===== config.mk =====
export PLATFORM = sky130hd
export DESIGN_NAME = spi_burst_master
export DESIGN_NICKNAME = d
export VERILOG_FILES = /design/src/rtl/spi_burst_master.sv
export SDC_FILE = /design/constraint.sdc
export NUM_CORES = 1
export LEC_CHECK = 0
export BUFFER_PORTS_ARGS = -buffer_cell sky130_fd_sc_hd__buf_2
export CAP_MARGIN = 20
export CORE_MARGIN = 3
export CORE_UTILIZATION = 60
export DETAILED_ROUTE_END_ITERATION = 8
export GPL_ROUTABILITY_DRIVEN = 0
export PLACE_DENSITY = 0.88
export SYNTH_ARGS = -nofsm -noshare
export SYNTH_HDL_FRONTEND = slang
export SYNTH_SLANG_ARGS = --single-unit
export TNS_END_PERCENT = 10

===== constraint.sdc =====
create_clock -name clk -period 5.5 [get_ports clk]
set_clock_uncertainty 0.15 [all_clocks]
set_input_delay 0.55 -clock clk [delete_from_list [all_inputs] [get_ports clk]]
set_output_delay 0.55 -clock clk [all_outputs]
set_load 0.05 [all_outputs]

===== src/rtl/spi_burst_master.sv =====
`timescale 1ns/1ps
module spi_burst_master #(
  parameter int          DEPTH = 8,
  parameter logic [15:0] ID    = 16'h5A31
) (
  input  logic        clk,
  input  logic        rst_n,
  input  logic        bus_wr,
  input  logic        bus_rd,
  input  logic [2:0]  bus_addr,
  input  logic [15:0] bus_wdata,
  output logic [15:0] bus_rdata,
  output logic        irq,
  output logic        sclk,
  output logic        mosi,
  input  logic        miso,
  output logic        cs_n,
  input  logic        fault_n
);
  localparam int AW = $clog2(DEPTH);
  localparam int CW = AW + 1;

  typedef enum logic [1:0] {S_IDLE, S_RUN, S_GAP} st_t;

  logic        en, cpol, cpha, manual, start, mf, ovf;
  logic [1:0]  wsel;
  logic [2:0]  div;
  logic [3:0]  irqm;

  logic [15:0] txmem [DEPTH];
  logic [15:0] rxmem [DEPTH];
  logic [AW-1:0] txwp, txrp, rxwp, rxrp;
  logic [CW-1:0] txcnt, rxcnt;

  st_t         st;
  logic [7:0]  tmr;
  logic [4:0]  ecnt;
  logic [15:0] shreg, rxsh;
  logic        sclk_q, mosi_q, cs_q;

  logic wide, tx_full, tx_empty, rx_full, rx_empty;
  logic wr_ctrl, wr_tx, wr_stat, wr_mset, wr_mclr;
  logic tx_push, rx_pop, rx_push, go, load, gap_end, fault_hit;
  logic [7:0]  half;
  logic [4:0]  last_e;
  logic [15:0] tx_al, rx_word;
  logic [3:0]  stat_lo;

  assign wide     = (wsel == 2'b01);
  assign half     = 8'd1 << div;
  assign last_e   = wide ? 5'd31 : 5'd15;
  assign tx_full  = (txcnt == CW'(DEPTH));
  assign tx_empty = (txcnt == '0);
  assign rx_full  = (rxcnt == CW'(DEPTH));
  assign rx_empty = (rxcnt == '0);

  assign wr_ctrl = bus_wr && bus_addr == 3'd0;
  assign wr_tx   = bus_wr && bus_addr == 3'd1;
  assign wr_stat = bus_wr && bus_addr == 3'd3;
  assign wr_mset = bus_wr && bus_addr == 3'd4;
  assign wr_mclr = bus_wr && bus_addr == 3'd5;
  assign tx_push = wr_tx && !tx_full;
  assign rx_pop  = bus_rd && bus_addr == 3'd2 && !rx_empty;

  assign fault_hit = !fault_n && st != S_IDLE;
  assign go        = en && !tx_empty && (!manual || start);
  assign gap_end   = st == S_GAP && tmr == 8'd0;
  assign load      = !fault_hit && go && (st == S_IDLE || gap_end);
  assign rx_push   = !fault_hit && gap_end && !rx_full;

  assign tx_al   = wide ? txmem[txrp] : {txmem[txrp][7:0], 8'h00};
  assign rx_word = wide ? rxsh : {8'h00, rxsh[7:0]};

  assign stat_lo = {!rx_empty, !tx_full, tx_full, mf};
  assign irq     = |(stat_lo & irqm);
  assign sclk    = sclk_q;
  assign mosi    = mosi_q;
  assign cs_n    = cs_q;

  always_comb begin
    case (bus_addr)
      3'd0:    bus_rdata = {6'b0, start, manual, div, wsel, cpha, cpol, en};
      3'd2:    bus_rdata = rx_empty ? 16'h0000 : rxmem[rxrp];
      3'd3:    bus_rdata = {10'b0, st != S_IDLE, ovf, stat_lo};
      3'd4,
      3'd5:    bus_rdata = {12'b0, irqm};
      3'd6:    bus_rdata = ID;
      default: bus_rdata = 16'h0000;
    endcase
  end

  always_ff @(posedge clk or negedge rst_n) begin
    if (!rst_n) begin
      en <= 1'b0; cpol <= 1'b0; cpha <= 1'b0; wsel <= 2'b00; div <= 3'd0;
      manual <= 1'b0; start <= 1'b0; mf <= 1'b0; ovf <= 1'b0; irqm <= 4'h0;
    end else begin
      if (wr_ctrl) begin
        en    <= bus_wdata[0];
        start <= bus_wdata[9];
        if (!en) begin
          cpol   <= bus_wdata[1];
          cpha   <= bus_wdata[2];
          wsel   <= bus_wdata[4:3];
          div    <= bus_wdata[7:5];
          manual <= bus_wdata[8];
        end
      end else if (start && ((st == S_IDLE && tx_empty) || (gap_end && !go))) begin
        start <= 1'b0;
      end
      if (wr_stat && bus_wdata[0]) mf  <= 1'b0;
      if (wr_stat && bus_wdata[4]) ovf <= 1'b0;
      if (wr_tx && tx_full)        ovf <= 1'b1;
      if (wr_mset) irqm <= irqm | bus_wdata[3:0];
      if (wr_mclr) irqm <= irqm & ~bus_wdata[3:0];
      if (fault_hit) begin
        mf <= 1'b1; en <= 1'b0; start <= 1'b0;
      end
    end
  end

  always_ff @(posedge clk) begin
    if (tx_push) txmem[txwp] <= bus_wdata;
    if (rx_push) rxmem[rxwp] <= rx_word;
  end

  always_ff @(posedge clk or negedge rst_n) begin
    if (!rst_n) begin
      txwp <= '0; txrp <= '0; txcnt <= '0;
      rxwp <= '0; rxrp <= '0; rxcnt <= '0;
    end else begin
      if (tx_push) txwp <= txwp + 1'b1;
      if (load)    txrp <= txrp + 1'b1;
      txcnt <= txcnt + CW'(tx_push) - CW'(load);
      if (rx_push) rxwp <= rxwp + 1'b1;
      if (rx_pop)  rxrp <= rxrp + 1'b1;
      rxcnt <= rxcnt + CW'(rx_push) - CW'(rx_pop);
    end
  end

  always_ff @(posedge clk or negedge rst_n) begin
    if (!rst_n) begin
      st <= S_IDLE; tmr <= 8'd0; ecnt <= 5'd0; shreg <= 16'h0; rxsh <= 16'h0;
      sclk_q <= 1'b0; mosi_q <= 1'b0; cs_q <= 1'b1;
    end else if (fault_hit) begin
      st <= S_IDLE; cs_q <= 1'b1; sclk_q <= cpol;
    end else if (load) begin
      if (!cpha) begin
        mosi_q <= tx_al[15];
        shreg  <= {tx_al[14:0], 1'b0};
      end else begin
        shreg  <= tx_al;
      end
      cs_q <= 1'b0; sclk_q <= cpol; tmr <= half - 8'd1; ecnt <= 5'd0; st <= S_RUN;
    end else begin
      case (st)
        S_IDLE: begin
          cs_q <= 1'b1; sclk_q <= cpol;
        end
        S_RUN: begin
          if (tmr != 8'd0) tmr <= tmr - 8'd1;
          else begin
            tmr    <= half - 8'd1;
            sclk_q <= ~sclk_q;
            ecnt   <= ecnt + 5'd1;
            if (ecnt[0] == cpha) rxsh <= {rxsh[14:0], miso};
            else begin
              mosi_q <= shreg[15];
              shreg  <= {shreg[14:0], 1'b0};
            end
            if (ecnt == last_e) st <= S_GAP;
          end
        end
        S_GAP: begin
          if (tmr != 8'd0) tmr <= tmr - 8'd1;
          else begin
            cs_q <= 1'b1; st <= S_IDLE;
          end
        end
        default: st <= S_IDLE;
      endcase
    end
  end
endmodule


# Word-level counts from Yosys, hierarchy flattened
# Memory sizes are Yosys's and may differ from the RTL's.
# Cells that the tools add are included.
# op_classes
n_addsub	11
multipliers	0
div	0
magnitude_cmp	0
eq_ne	21
n_shift	1
n_mux	51
bitwise_logic	9
reduce_logical	60
# ops
cell	count
$mux W16	8
$pmux W16 S5	1
$mux W1	24
$mux W8	3
$logic_and A1 B1 Y1	22
$mux W5	4
$pmux W8 S2	1
$sub A8 B1 Y8 const B	2
$add A3 B1 Y3 const B	4
$ne A4 B4 Y1 const B	3
$reduce_bool A2 Y1	6
$mux W2	5
$reduce_and A5 Y1	2
$eq A3 B3 Y1 const B	3
$add A4 B1 Y4	2
$and A4 B4 Y4	2
$eq A4 B4 Y1 const B	2
$logic_not A1 Y1	8
$logic_not A4 Y1	2
$logic_not A8 Y1	1
$mux W4	2
$reduce_and A4 Y1	2
$reduce_bool A4 Y1	2
$reduce_bool A8 Y1	1
25 further kinds	41
# word_totals
reg_bits	86
latch_bits	0
mem_bits_rw	256
romBits	0
inputBits	25
output_inout_bits	20
wordCells	179
memories	2
# memory_table
memory	depth	word_bits	rd	rd_clocked_by_memory_dff	write_ports	line_no	rtl
rxmem	8	16	1	0	1	31	logic [15:0] rxmem [DEPTH];
txmem	8	16	1	0	1	30	logic [15:0] txmem [DEPTH];

# Longest topological paths before layout
# Gate-level depths: netlist (run 1).
# logic_depth
depth_word	11
ltp_mapped	13
mapped_depth_nobuf	13

# Worst setup path after synthesis (run 1)
# No wires, ideal clock.
# synth_timing
path_kind	input-to-reg
start	input bus_addr[2]
end	memory txmem[0][0], enable pin
setup_time_ns	0.430
arrival_ns	3.211
required_time_ns	4.920
slack_ns	1.709
cell_stages	7
n_path_buf	3
path_cell_list	clkbuf_1 > nor2b_1 > clkbuf_1 > nand2_1 > or3_1 > clkbuf_1 > nor4_1
# synth_between
elab_chain_cells	5
# synth_lines
item	line_no	rtl
from (decl)	10	input logic [2:0] bus_addr,
$eq A3 B1 Y1	58	assign wr_tx = bus_wr && bus_addr == 3'd1;
$logic_and A1 B1 Y1	58	
$logic_and A1 B1 Y1	62	assign tx_push = wr_tx && !tx_full;
$mux W1	122	if (tx_push) txmem[txwp] <= bus_wdata;
$mux W1 (implied by the code)	122	
to (decl)	30	
# Every way passes these cells.

# Worst setup path in the final report (run 1)
# layout_timing
start	register rxrp[0]
end	output bus_rdata[8]
# layout_between
elab_chain_cells	3
# layout_lines
item	line_no	rtl
from (decl)	32	logic [AW-1:0] txwp, txrp, rxwp, rxrp;
from (signal assigned)	135	if (rx_pop) rxrp <= rxrp + 1'b1;
$mem_v2 Z8 W16	n/a	
$mux W16	83	3'd2: bus_rdata = rx_empty ? 16'h0000 : rxmem[rxrp];
$pmux W16 S5	81	case (bus_addr)
to (decl)	12	output logic [15:0] bus_rdata,
# Every way passes these cells.

==> summary.txt, run 1 <==
Clock network
  • CTS Buf Count: 35
  • Htree depth: 2
  • Worst-skew pair later-pin latency: 510 ps
  • Setup bufs post-CTS: 0
  • Max Root-Sink Buffers: 3
  • Clock-pin slew of the registers on the worst-case setup and hold paths: approximately 60 ps
  • CTS tree: done
  • Sink Count: 342
  • Root Driver: clkbuf_16

Synth
  • Mapped Cells: between 800 and 900
  • Mapped Area: 0.0146 mm^2
  • Yosys top cell area share: between 50% and 60%
  • Post-synth top area cell: edfxtp_1
  • Synthesis Warnings: 0
  • Syn_nets: 941
  • Fraction of registers with async set/reset: approximately a quarter
  • Sequential-to-total area share from yosys stat: 67.5%
  • Synth top area cells: edfxtp_1, dfrtp_1, mux4_2
  • Unique masters post-synth: 64
  • Synth Flop Type: edfxtp_1
  • Post-synth EDFFs: about 260
  • Post-synthesis sequential element count: 342
  • Post-synthesis area per instance: 16.3 um^2

STA
  • Worst slew pin tran: roughly 1100 ps
  • Max-slew violations: 0
  • Sum Neg Setup Slack: 0 ps
  • Max_slew headroom: 28.9%
  • Endpoints failing hold: 0
  • Final worst-path cycle share: between 60% and 70%
  • Endpoints failing setup: 0
  • Fmax: roughly 0.28 GHz
  • Unrepaired setup endpoints after global routing: false
  • Tmin final: roughly 3600 ps

Floorplan
  • Die width: 162 um
  • # IOs: 45
  • Die height: between 150 and 200 um
  • Die area: 0.0262 mm^2
  • Site Rows: 56
  • Initial core utilization: roughly three fifths
  • Core Region: roughly 0.024 mm^2

Global routing
  • First-pass GRT wire length: just over 50000 um
  • Antenna violations before repair: 4
  • Total global routing overflow: 0
  • Largest net degree at the start of global routing: 77
  • Total Routing Usage GR: about a quarter
  • Vias in the first global route: 8709

Worst setup path
  • CP Launch Type: flop
  • Crit. End Element: primary output
  • Critical Path Fanout Max: 21
  • WS Path Type: reg -> out
  • Slowest CP cell: dfrtp_2
  • CP peak stage delay: 800 ps
  • Critical Path RT: around 4800 ps
  • Worst EP arrival: about 2900 ps
  • CP cell instances: buf_4 -> mux4_2 -> mux2i_1 -> o21ai_0 -> buf_2

Run
  • Max-cap viol count: 0

Placement
  • HPWL Detailed: 20300 um
  • I/O Buffers: 44

Routing
  • Pre-antenna DRT Iters: 5
  • Initial drt markers: between 800 and 900
  • Antenna viol nets, final: 0
  • Residual DRC: 0
  • Total wire length: ~33000 um
  • Vias per std cell: 6.43
  • Avg WL per Cell: 25.2 um
  • Vias: between 8000 and 9000

Power
  • Leakage: roughly 5.9 nW
  • Gate power share: about a quarter
  • Sw Share: ~30%
  • Sw power: 0.00220 W
  • Clock share of power: between 30% and 40%
  • Power Density: ~450 mW/mm^2
  • Internal power: around 0.0051 W
  • Peak VDD IR: about 0.00036 V
  • Reg power frac: between 40 and 50%

Layout
  • Fillers: between 1000 and 1500
  • Final Util: approximately 69%
  • Area occupied by multi-input gates: about 0.0044 mm^2
  • Most frequent cells in the layout: edfxtp_1, dfrtp_1, mux4_2
  • Most common cell after layout, fill and taps aside: edfxtp_1
  • Share of layout cells above drive strength 1: 24.7%
  • Area grow syn2layout: 11.8%
  • Nets: 998
  • FF/Latch Area: around 0.01 mm^2

Worst hold path
  • Type of the tightest min-delay check: in -> reg

Outcome
  • Status: finished clean
-- state kept, by name (all words and copies together), names as in the netlist, 2 cells and up, named ones only --
register / count
txcnt: 4
shreg: 16
txmem: 128
tmr: 8
rxcnt: 4
rxsh: 16
div: 3
rxmem: 128
rxwp: 3
rxrp: 3
ecnt: 5
txrp: 3
st: 2
txwp: 3
wsel: 2
-- path summary, 6_finish.rpt --
path	start	end	slack, ps	cells past startpoint
min in group asynchronous	rst_n	rxsh[14]	290	2
worst max register to register	tmr[0]	rxcnt[2]	2240	12
worst min register to register	mosi	mosi	360	2
worst min-delay path	miso	rxsh[0]	130	2
worst max-delay path	rxrp[0]	bus_rdata[8]	1940	5
max in group asynchronous	rst_n	txrp[0]	3620	3
-- logic make-up (layout without fill, tap and decap cells) --
family	Yosys count	count (layout)	share of synthesized area (%)
DFF	342	342	67.5
and+or+nand+nor	187	187	6.35
muxes	150	150	16.2
AOI/OAI and AO/OA	104	104	4.77
buffers and inverters	75	156	2.21
adders and majority gates	20	20	1.82
xor gates and xnor gates	18	18	1.08
other	0	3	0
-- routing by layer --
metal,GRT usage [%],routed length (um),vias to the layer above
li1,-,-,3566
met1,33.0,12400,4240
met2,43.3,16800,454
met3,4.92,2480,86
met4,10.3,1110,2
met5,0,13,-
-- critical path: cells and delay by family, from the launching register on --
family                 cells  cell delay, ps
buffers and inverters      2             670
AO/OA/AOI/OAI              1             160
multiplexers               2             710
flip-flops                 1             800
-- through the flow --
step	hold slack [ps]	setup slack (ps)	std cells	total power, W	cell area (um^2)
after floorplan	104	1710	896	0.00463	14600
after global placement	250	2340	1233	0.00500	15200
after detailed placement	260	2200	1233	0.00510	15200
after CTS	118	1890	1295	0.00735	16300
after global routing	124	1780	1298	0.00763	16300
final	129	1940	1299	0.00732	16300
-- cell usage after synthesis, types with 4 or more instances --
library cell	n
mux2_2	36
o22ai_1	9
nor3_1	15
nand3_1	13
and2_1	10
o21a_1	5
o21ai_0	27
ha_1	18
mux4_2	64
nand2_1	53
nor2_1	52
a21oi_1	17
a21o_1	7
xnor2_1	11
clkbuf_1	32
xor2_1	7
mux2_4	4
nor2b_1	6
nand2b_1	10
dfrtp_1	85
buf_2	11
a22oi_1	6
nand4_1	5
a31oi_1	6
mux2i_1	46
edfxtp_1	256
inv_1	23
-- power by group through the flow --
stage / Clock (W) / Sequential (W) / Combinational, W
floorplan: 0 / 0.00316 / 0.00146
global placement: 0 / 0.00334 / 0.00166
detailed placement: 0 / 0.00336 / 0.00174
CTS: 0.00228 / 0.00331 / 0.00176
global route: 0.00238 / 0.00335 / 0.00190
finish: 0.00225 / 0.00331 / 0.00176
-- final cells by class --
cell class,instances,share of cell area [%]
Antenna cell,3,0.0461
Clock buffer,48,5.74
Timing Repair Buffer,70,2.58
Sequential cell,342,60.4
Clock inverter,13,0.868
Multi-Input combinational cell,479,27.3
Tap cell,319,2.45
Inverter,25,0.576
-- repair_timing --
item	in CTS	in global routing
hold buffers	1	0
hold endpoints to repair	10	0
gates resized for setup	0	0
Note: power is estimated with default switching activity, not from simulation.
==> run 2: changes to the inputs <==
- ABC_AREA: unset -> 1
- clock period: 5.5 -> 3.65 ns (I/O delays scaled with it)
==> run 2 against run 1 <==
  * Utilization increased by 0.61 points
  * Via count grew 36%
  * Non-clock buffer count grew 18
  * Global-route usage is 2.5 points higher
  * Highest routed layer is now met4
==> summary.txt, run 2 <==
Synth
  • Top-count cell post-synth: nand2_1
  • Synth Area in Simple Gates: 19.8% (+13 points)
  • Mapped Area: 0.0153 mm^2 (+4.8%)
  • Synth Flop Type: edfxtp_1
  • Unique masters post-synth: 42 (-34%)
  • Fraction of registers with async set/reset: 25.1% (unchanged)
  • Post-synthesis area per instance: 10.3 um^2 (-37%)
  • Synth Area in XOR/XNOR: 0.975% (-0.11 points)
  • Mux contribution to synthesized area: 1.03% (-15 points)
  • Post-synth top area cell: edfxtp_1
  • Syn_nets: 1533 (+63%)
  • Main combinational cell family by area after synthesis: simple AND/OR/NAND/NOR gates
  • Yosys top cell area share: 50.4% (-2.4 points)
  • Post-synth EDFFs: 256 (unchanged)
  • Synth top area cells: edfxtp_1, dfrtp_1, nand2_1
  • Post-synthesis sequential element count: 342 (unchanged)
  • Mapped Cells: 1488 (+66%)
  • Commonest cells in the netlist: nand2_1, edfxtp_1, nor2_1
  • Fraction of the mapped netlist area in compound gates: 6.16% (+1.4 points)
  • Synthesis Warnings: 0 (unchanged)
  • Post-Synth Adder-Cell Area: 1.74% (-0.083 points)
  • Sequential-to-total area share from yosys stat: 64.5% (-3.1 points)

Clock network
  • Clock-pin slew of the registers on the worst-case setup and hold paths: 60 ps (about the same)
  • Post-cts sizing count: 0 (unchanged)
  • CTS Buf Count: 36 (+2.9%)
  • CTS tree: done
  • Setup bufs post-CTS: 0 (unchanged)
  • Root Driver: clkbuf_16
  • Max Root-Sink Buffers: 3 (unchanged)
  • Sink Count: 342 (unchanged)
  • # hold bufs at CTS: 12 (+11)
  • Worst-skew pair later-pin latency: 530 ps (+20 ps)
  • Htree depth: 2 (unchanged)

Worst setup path
  • Reg-to-Reg End: rxmem[0][3]
  • Reg2reg setup slack: 690 ps (-1550 ps)
  • Crit-path most repeated cell: o21ai_0
  • Sum of buffers and inverters on the critical path: 2 (unchanged)
  • WS Path Type: reg -> out
  • Critical Path Fanout Max: 27 (+29%)
  • CP Launch Type: flop
  • Crit. End Element: primary output
  • Slowest CP cell: inv_1
  • CP peak stage delay: 600 ps (-200 ps)
  • CP cell instances: inv_1 -> o21ai_0 -> o221ai_1 -> nand3_1 -> o21ai_0 -> buf_2
  • Critical Path RT: 3130 ps (-1670 ps)
  • R2R cell count: 10 (-2)
  • CP delay by family, top: buffers and inverters
  • Reg2reg start: tmr[0]
  • Worst EP arrival: 2780 ps (-80 ps)

Floorplan
  • Die height: 166 um (+2.3%)
  • Die width: 166 um (+2.3%)
  • # IOs: 45 (unchanged)
  • Initial core utilization: 61.9% (+0.34 points)
  • Die area: 0.0274 mm^2 (+4.6%)
  • Core Region: 0.0247 mm^2 (+4.2%)
  • Site Rows: 57 (+1.8%)

Run
  • Max-cap viol count: 0 (unchanged)

Global routing
  • Vias in the first global route: 11200 (+28%)
  • Antenna violations before repair: 0 (-4)
  • Total global routing overflow: 0 (unchanged)
  • First-pass GRT wire length: 58800 um (+16%)
  • Largest net degree at the start of global routing: 76 (-1.3%)
  • Total Routing Usage GR: 28.0% (+2.5 points)

STA
  • Final worst-path cycle share: between 90% and 100%
  • Fmax: between 0.3 and 0.4 GHz
  • Worst slew pin tran: 1010 ps (-56.4 ps)
  • Max-slew violations: 0 (unchanged)
  • Sum Neg Setup Slack: 0 ps (unchanged)
  • Hold slack final: 35.9 ps (-92.9 ps)
  • Endpoints failing setup: 0 (unchanged)
  • Max_slew headroom: 32.7% (+3.8 points)
  • Tmin final: 3300 ps
  • Unrepaired setup endpoints after global routing: false
  • Endpoints failing hold: 0 (unchanged)

Placement
  • HPWL Detailed: 23100 um (+14%)
  • Placed inst area: 0.0159 mm^2 (+4.7%)
  • I/O Buffers: 44 (unchanged)

Layout
  • Nets: 1599 (+60%)
  • Ant diodes: 0 (-3)
  • Design area: 0.0171 mm^2 (+5.1%)
  • Final Util: 69.4% (+0.61 points)
  • Most frequent cells in the layout: nand2_1, edfxtp_1, nor2_1
  • Area grow syn2layout: 12.1%
  • Share of layout cells above drive strength 1: 11.4% (-13 points)
  • Largest regs: rxmem (128), txmem (128)
  • Most common cell after layout, fill and taps aside: nand2_1
  • Fillers: 1653 (+10%)

Routing
  • Residual DRC: 0 (unchanged)
  • Initial drt markers: 1570 (+86%)
  • Vias per std cell: 5.98 (-6.9%)
  • Pre-antenna DRT Iters: 6 (+1)
  • Vias: 11400 (+36%)
  • Antenna viol nets, final: 0 (unchanged)
  • Avg WL per Cell: 19.6 um (-22%)
  • Total wire length: 37300 um (+14%)

Power
  • Leakage: 7.26 nW (+22%)
  • Peak VDD IR: 0.000700 V (+94%)
  • Power Density: 736 mW/mm^2 (+64%)

Worst hold path
  • Worst Hold Path Cells: 1 (-1)
  • Hold Crit Start: bus_wdata[1]
  • Hold Path Sink: txmem[0][1]
  • Type of the tightest min-delay check: in -> reg

Outcome
  • Status: finished clean
run 2: metrics by stage:
stage | setup slack, ps | std cells | total power, W
2_1_floorplan | 537 | 1488 | 0.00794
3_3_place_gp | 874 | 1828 | 0.00882
3_5_place_dp | 740 | 1828 | 0.00905
4_1_cts | 452 | 1904 | 0.0125
5_1_grt | 258 | 1904 | 0.0133
6_report | 353 | 1904 | 0.0126
run 2: how the worst max path moves through the flow:
| stage | startpoint | to | slack [ps] | depth (start not counted) |
|---|---|---|---|---|
| floorplan | tmr[0] | rxmem[2][0] | 540 | 9 |
| detailed placement | tmr[0] | rxmem[0][3] | 740 | 10 |
| CTS | rxrp[1] | bus_rdata[8] | 450 | 6 |
| finish | rxrp[1] | bus_rdata[8] | 350 | 6 |
| global route | rxrp[1] | bus_rdata[8] | 260 | 6 |
| global placement | tmr[0] | rxmem[0][4] | 870 | 10 |
run 2: per-layer routing:
layer	part of all wire, %	GRT usage [%]	up-vias
li1	-	-	5107
met1	36	34.9	5439
met2	51	48.8	712
met3	8.8	4.34	136
met4	4.3	12.1	0
met5	0	0	-
run 2: cell families (layout without fill, tap and decap cells):
family / after synthesis / in the layout
muxes: 12 / 12
adders and majority gates: 20 / 20
and+or+nand+nor: 712 / 712
AOI/OAI and AO/OA: 164 / 164
DFF: 342 / 342
xor gates and xnor gates: 17 / 17
buffers and inverters: 221 / 313
run 2: cell type report:
cell class                 count  area [um^2]  share of cell area [%]
clock inverter                18          148                   0.862
timing repair buffer          88          583                    3.41
multi-input combinational    925         4590                    26.8
clock buffer                  46          948                    5.54
inverter                     161          607                    3.54
tap                          324          405                    2.37
sequential                   342         9840                    57.5
run 2: report_power, final:
group | leakage [nW] | total, W | internal (W) | switching [W]
Clock | 0.542 | 0.00346 | 0.00198 | 0.00148
Sequential | 3.44 | 0.00487 | 0.00455 | 0.000319
Combinational | 3.28 | 0.00426 | 0.00129 | 0.00297
Total | 7.26 | 0.0126 | 0.00783 | 0.00477
